**src/rtl/mdrop_pkg.sv**
```systemverilog
package mdrop_pkg;
  localparam int unsigned CHAR_W = 8;

  typedef enum logic [1:0] {
    SUB_HOST  = 2'b00,
    SUB_WAKE  = 2'b01,
    SUB_DOZE  = 2'b10,
    SUB_BOTH  = 2'b11
  } sub_mode_e;

  localparam logic [1:0] PAR_MULTIDROP = 2'b11;

  typedef struct packed {
    logic perr;
    logic ferr;
    logic ovr;
    logic brk;
  } char_stat_t;
endpackage

```
**src/rtl/mdrop_addr_match.sv**
```systemverilog
module mdrop_addr_match #(
  parameter int unsigned CHAR_W = 8
) (
  input  logic [CHAR_W-1:0] char_data,
  input  logic [CHAR_W-1:0] station_addr,
  output logic              own_addr
);
  logic [CHAR_W-1:0] bit_eq;

  for (genvar i = 0; i < CHAR_W; i++) begin : g_bit
    assign bit_eq[i] = ~(char_data[i] ^ station_addr[i]);
  end

  assign own_addr = &bit_eq;
endmodule

```
**src/rtl/mdrop_store_decide.sv**
```systemverilog
module mdrop_store_decide
  import mdrop_pkg::*;
(
  input  logic       multidrop,
  input  logic [1:0] wake_sel,
  input  logic       addr_load,
  input  logic       rx_en,
  input  logic       char_valid,
  input  logic       char_ad,
  input  logic       char_perr,
  input  logic       char_ferr,
  input  logic       char_ovr,
  input  logic       char_brk,
  output logic       store,
  output char_stat_t stat_nx
);
  logic auto_mode;
  logic keep;

  always_comb begin
    auto_mode = (wake_sel != SUB_HOST);
    if (!multidrop) begin
      keep = rx_en;
    end else if (char_ad) begin
      keep = auto_mode ? addr_load : 1'b1;
    end else begin
      keep = rx_en;
    end
    store = char_valid & keep;

    stat_nx.perr = multidrop ? char_ad : char_perr;
    stat_nx.ferr = char_ferr;
    stat_nx.ovr  = char_ovr;
    stat_nx.brk  = char_brk;
  end
endmodule

```
**src/rtl/mdrop_enable_ctrl.sv**
```systemverilog
module mdrop_enable_ctrl
  import mdrop_pkg::*;
(
  input  logic       clk,
  input  logic       rst_n_int,
  input  logic       multidrop,
  input  logic [1:0] wake_sel,
  input  logic       char_valid,
  input  logic       char_ad,
  input  logic       own_addr,
  input  logic       cmd_enable,
  input  logic       cmd_disable,
  input  logic       cmd_rx_reset,
  output logic       rx_en
);
  logic addr_evt;
  logic auto_set;
  logic auto_clr;
  logic en_nx;
  logic en_ce;

  always_comb begin
    addr_evt = multidrop & char_valid & char_ad;
    auto_set = addr_evt & wake_sel[0] &  own_addr;
    auto_clr = addr_evt & wake_sel[1] & ~own_addr;

    en_nx = rx_en;
    if (auto_set)                   en_nx = 1'b1;
    if (auto_clr)                   en_nx = 1'b0;
    if (cmd_enable)                 en_nx = 1'b1;
    if (cmd_disable | cmd_rx_reset) en_nx = 1'b0;

    en_ce = auto_set | auto_clr | cmd_enable | cmd_disable | cmd_rx_reset;
  end

  always_ff @(posedge clk or negedge rst_n_int) begin
    if (!rst_n_int) begin
      rx_en <= 1'b0;
    end else if (en_ce) begin
      rx_en <= en_nx;
    end
  end
endmodule

```
**src/rtl/mdrop_wake_ctrl.sv**
```systemverilog
module mdrop_wake_ctrl
  import mdrop_pkg::*;
#(
  parameter int unsigned SYNC_STAGES = 2
) (
  input  logic              clk,
  input  logic              rst_n,
  input  logic [1:0]        par_mode,
  input  logic [1:0]        wake_sel,
  input  logic              addr_load,
  input  logic [CHAR_W-1:0] station_addr,
  input  logic              cmd_enable,
  input  logic              cmd_disable,
  input  logic              cmd_rx_reset,
  input  logic              char_valid,
  input  logic [CHAR_W-1:0] char_data,
  input  logic              char_ad,
  input  logic              char_perr,
  input  logic              char_ferr,
  input  logic              char_ovr,
  input  logic              char_brk,
  output logic              fifo_wr,
  output logic [CHAR_W-1:0] fifo_data,
  output logic              fifo_perr,
  output logic              fifo_ferr,
  output logic              fifo_ovr,
  output logic              fifo_brk,
  output logic              rx_en
);
  logic [SYNC_STAGES-1:0] rst_sync_q;
  logic                   rst_n_int;
  logic                   multidrop;
  logic                   own_addr;
  logic                   store;
  char_stat_t             stat_nx;
  char_stat_t             stat_q;

  always_ff @(posedge clk or negedge rst_n) begin
    if (!rst_n) begin
      rst_sync_q <= '0;
    end else begin
      rst_sync_q <= {rst_sync_q[SYNC_STAGES-2:0], 1'b1};
    end
  end
  assign rst_n_int = rst_sync_q[SYNC_STAGES-1];

  assign multidrop = (par_mode == PAR_MULTIDROP);

  mdrop_addr_match #(.CHAR_W(CHAR_W)) u_match (
    .char_data    (char_data),
    .station_addr (station_addr),
    .own_addr     (own_addr)
  );

  mdrop_store_decide u_decide (
    .multidrop  (multidrop),
    .wake_sel   (wake_sel),
    .addr_load  (addr_load),
    .rx_en      (rx_en),
    .char_valid (char_valid),
    .char_ad    (char_ad),
    .char_perr  (char_perr),
    .char_ferr  (char_ferr),
    .char_ovr   (char_ovr),
    .char_brk   (char_brk),
    .store      (store),
    .stat_nx    (stat_nx)
  );

  mdrop_enable_ctrl u_enable (
    .clk          (clk),
    .rst_n_int    (rst_n_int),
    .multidrop    (multidrop),
    .wake_sel     (wake_sel),
    .char_valid   (char_valid),
    .char_ad      (char_ad),
    .own_addr     (own_addr),
    .cmd_enable   (cmd_enable),
    .cmd_disable  (cmd_disable),
    .cmd_rx_reset (cmd_rx_reset),
    .rx_en        (rx_en)
  );

  always_ff @(posedge clk or negedge rst_n_int) begin
    if (!rst_n_int) begin
      fifo_wr <= 1'b0;
    end else begin
      fifo_wr <= store;
    end
  end

  always_ff @(posedge clk or negedge rst_n_int) begin
    if (!rst_n_int) begin
      fifo_data <= '0;
      stat_q    <= '0;
    end else if (store) begin
      fifo_data <= char_data;
      stat_q    <= stat_nx;
    end
  end

  assign fifo_perr = stat_q.perr;
  assign fifo_ferr = stat_q.ferr;
  assign fifo_ovr  = stat_q.ovr;
  assign fifo_brk  = stat_q.brk;
endmodule

```
**config.mk**
```make
export PLATFORM = sky130hd
export DESIGN_NAME = mdrop_wake_ctrl
export DESIGN_NICKNAME = d
export VERILOG_FILES = /design/src/rtl/mdrop_pkg.sv /design/src/rtl/mdrop_addr_match.sv /design/src/rtl/mdrop_store_decide.sv /design/src/rtl/mdrop_enable_ctrl.sv /design/src/rtl/mdrop_wake_ctrl.sv
export SDC_FILE = /design/constraint.sdc
export NUM_CORES = 1
export LEC_CHECK = 0
export BUFFER_PORTS_ARGS = -buffer_cell sky130_fd_sc_hd__buf_2
export CORE_AREA = 2 2 58 44
export DETAILED_ROUTE_END_ITERATION = 16
export DIE_AREA = 0 0 60 46
export PLACE_DENSITY_LB_ADDON = 0.15
export SLEW_MARGIN = 20
export SYNTH_ARGS = -nofsm -noshare
export SYNTH_HDL_FRONTEND = slang
export SYNTH_SLANG_ARGS = --single-unit
```
**constraint.sdc**
```tcl
create_clock -name clk -period 0.8 [get_ports clk]
set_input_delay 0 -clock clk [delete_from_list [all_inputs] [get_ports clk]]
set_output_delay 0 -clock clk [all_outputs]
set_load 0.05 [all_outputs]
```
==> results.md <==
* Critical Path Source Type: flip-flop
* Vias/cell at 4.31
* RD Place Congestion at 0.659
* Largest net degree at the start of global routing at 10
* Critical path cell sequence: o211ai_4, buf_6, mux2_4
* CP peak stage delay at 0.43 ns
* Hold Crit Class: in2async
* Root Driver: clkbuf_4
* Clock power frac at 0.148
* Setup violations, final at 28
* Initial antenna violation count at 0
* CP Capture Type: flip-flop
* Worst Path Required at 0.98 ns
* Clock sink count at 16
* Post-layout worst setup margin at -0.420 ns
* Skew final at 0.000497 ns
* Die area at 2760 µm²
* Die height at 46 µm
* Drt first pass iters at 2
* Num rows at 15
* Starting Density at 0.338
* Leakage Power at 0.717 nW
* Switching Share at 0.390
* Total Power at 2.97 mW
* I/O Pins at 46
* Yosys cell types at 16
* Total congestion overflow at 0
* Crit path DAT at 1.40 ns
* Pwr/cell area at 2140 nW/µm²
* CTS buffer count at 3
* Yosys reg bits at 16
* Vias in the first global route at 704
* Max Freq at 0.819 GHz
* CTS tree: yes
* Max Root-Sink Buffers at 2
* Reg power frac at 0.368
* Detailed-route wire length at 2.02 mm
* Synth Warn # at 0
* VDD IR max at 1580 µV
* Violated checks: negative setup slack
* DIE WIDTH at 60 µm
* Tcrit/Tclk final at 1.53
* Fin. max-slew vios at 0
* Post-route DRC at 0
* # port buffers at 45
* Layout Cells excl Fill at 160
* Netlist Area Pre-Place at 767 µm²
* Slowest cell on crit path: dfrtp_2
* RSZ-0062 raised after global routing: true
* Worst Path Max Fanout at 7
* Final Hold Vio Count at 0
* Final net count at 159
* Via count at 689
* Critical path class: reg2reg
* Register area share after synthesis at 0.522
* First-pass GRT wire length at 3.08 mm
* Clock period minus worst slack at 1.22 ns
* Gate power share at 0.485
* Clk_lat worst skew at 0.28 ns
* Drt wl/cell at 12.6 µm
* Initial drt markers at 6
* Clock slew at reported path FFs at 0.09 ns
* Layout area overhead at 81.4%
* Detail Route Antenna Nets at 0
* ANT cells at 0
* Fraction of layout cells with a size suffix above 1 at 0.659
* MaxCap Viol Count at 0
* HPWL after DPL at 1.44 mm
* Gate Count Post-Synth at 52
* Sw power at 1.16 mW
* Internal at 1.81 mW
* H-tree level count at 1
* Mean Syn Cell Area at 14.7 µm²
* Placeable Area at 2270 µm²
* Run status: finished, violations left
* Global-route usage over all layers at 0.156
* Inst Count DP at 143
* Post-synth net total at 84
==> area by class of cell <==
type	instances	area, µm²
multi-input combinational	32	360
inverter	3	11.3
clock buffer	4	26.3
tap	34	42.5
fill	191	880
timing repair buffer	71	549
sequential	16	402
==> repair_timing <==
| action | 4_1_cts | 5_1_grt |
|---|---|---|
| gates cloned | 0 | 0 |
| gates resized for setup | 37 | 3 |
| endpoints found under the setup margin | 28 | 28 |
| pin swaps | 3 | 1 |
| hold endpoints to repair | 9 | 0 |
| hold buffers | 9 | 0 |
| buffers inserted | 3 | 3 |
==> layout by cell type, fill, tap and decap left out, types with 2 or more instances in the layout <==
| cell type | instances |
|---|---|
| inv_1 | 2 |
| buf_2 | 31 |
| dfrtp_1 | 15 |
| xor2_1 | 8 |
| nor4_1 | 3 |
| mux2_4 | 10 |
| buf_4 | 13 |
| buf_6 | 17 |
| clkbuf_4 | 3 |
| dlygate4sd3_1 | 9 |
| o211ai_4 | 2 |
==> synthesized netlist by cell type, drive strengths merged <==
library cell  number  area (µm²)
a21oi              1        5.00
a221oi             1        8.76
a311oi             1        8.76
a32oi              1        8.76
and3               1        11.3
buf                1        15.0
conb               1        3.75
dfrtp             16         400
inv                3        11.3
mux2              11         154
nand2              1        3.75
nand3              1        5.00
nor4               3        18.8
o211ai             2        42.5
xor2               8        70.1
==> state kept, by name (all words and copies together) (netlist names) <==
signal / count
fifo_data: 8
rst_sync_q: 2
fifo_ovr: 1
fifo_brk: 1
u_enable.rx_en: 1
fifo_wr: 1
fifo_ferr: 1
fifo_perr: 1
==> per-stage QoR <==
step | setup slack (ns) | utilization | area, µm² | hold slack (ns) | TNS (ns)
after floorplan | -0.566 | - | 768 | -0.296 | -6.72
after detailed placement | -0.442 | 0.493 | 1120 | -0.209 | -5.16
after CTS | -0.422 | 0.609 | 1380 | 0.00390 | -6.20
after global placement | -0.404 | 0.493 | 1120 | -0.213 | -4.76
final | -0.420 | 0.613 | 1390 | 0.0176 | -6.15
after global routing | -0.480 | 0.613 | 1390 | 0.0263 | -7.42
==> per-layer routing <==
layer / track usage / up-vias / part of all wire
li1: - / 331 / -
met1: 0.190 / 328 / 0.42
met2: 0.267 / 28 / 0.51
met3: 0.0540 / 2 / 0.067
met4: 0.0400 / 0 / 0.0064
met5: 0 / - / 0
==> critical path, delay by kind of cell, from the launching register on <==
family | cells | cell delay (ns)
muxes | 1 | 0.31
buffers and inverters | 1 | 0.18
DFF | 1 | 0.43
AOI/OAI and AO/OA | 1 | 0.20
==> power groups by stage <==
stage / sequential (mW) / combinational [mW] / clock [mW]
finish: 1.09 / 1.44 / 0.440
floorplan: 1.62 / 0.266 / 0
CTS: 1.09 / 1.44 / 0.467
global placement: 1.07 / 1.15 / 0
detailed placement: 1.07 / 1.17 / 0
global route: 1.11 / 1.50 / 0.513
==> path summary, 6_finish.rpt <==
check / end / slack (ns) / from / cells past startpoint
setup / recovery: fifo_data[4]$_DFFE_PN0P_ / -0.42 / u_enable.rx_en$_DFFE_PN0P_ / 3
hold / removal: rst_sync_q[1]$_DFF_PN0_ / 0.02 / rst_n / 2
min in group clk: fifo_data[2]$_DFFE_PN0P_ / 0.05 / char_data[2] / 3
setup reg to reg: fifo_data[4]$_DFFE_PN0P_ / -0.42 / u_enable.rx_en$_DFFE_PN0P_ / 3
max in group asynchronous: fifo_data[4]$_DFFE_PN0P_ / 0.40 / rst_sync_q[1]$_DFF_PN0_ / 1
hold reg to reg: fifo_perr$_DFFE_PN0P_ / 0.07 / rst_sync_q[1]$_DFF_PN0_ / 0
==> cells by family after synthesis <==
logic type / Yosys count / share of synthesized area
DFF: 16 / 0.522
muxes: 11 / 0.201
xor gates and xnor gates: 8 / 0.0914
AOI/OAI and AO/OA: 6 / 0.0962
and+or+nand+nor: 6 / 0.0506
buffers and inverters: 4 / 0.0343
other: 1 / 0.00489
Power figures use the tool's default switching activity.
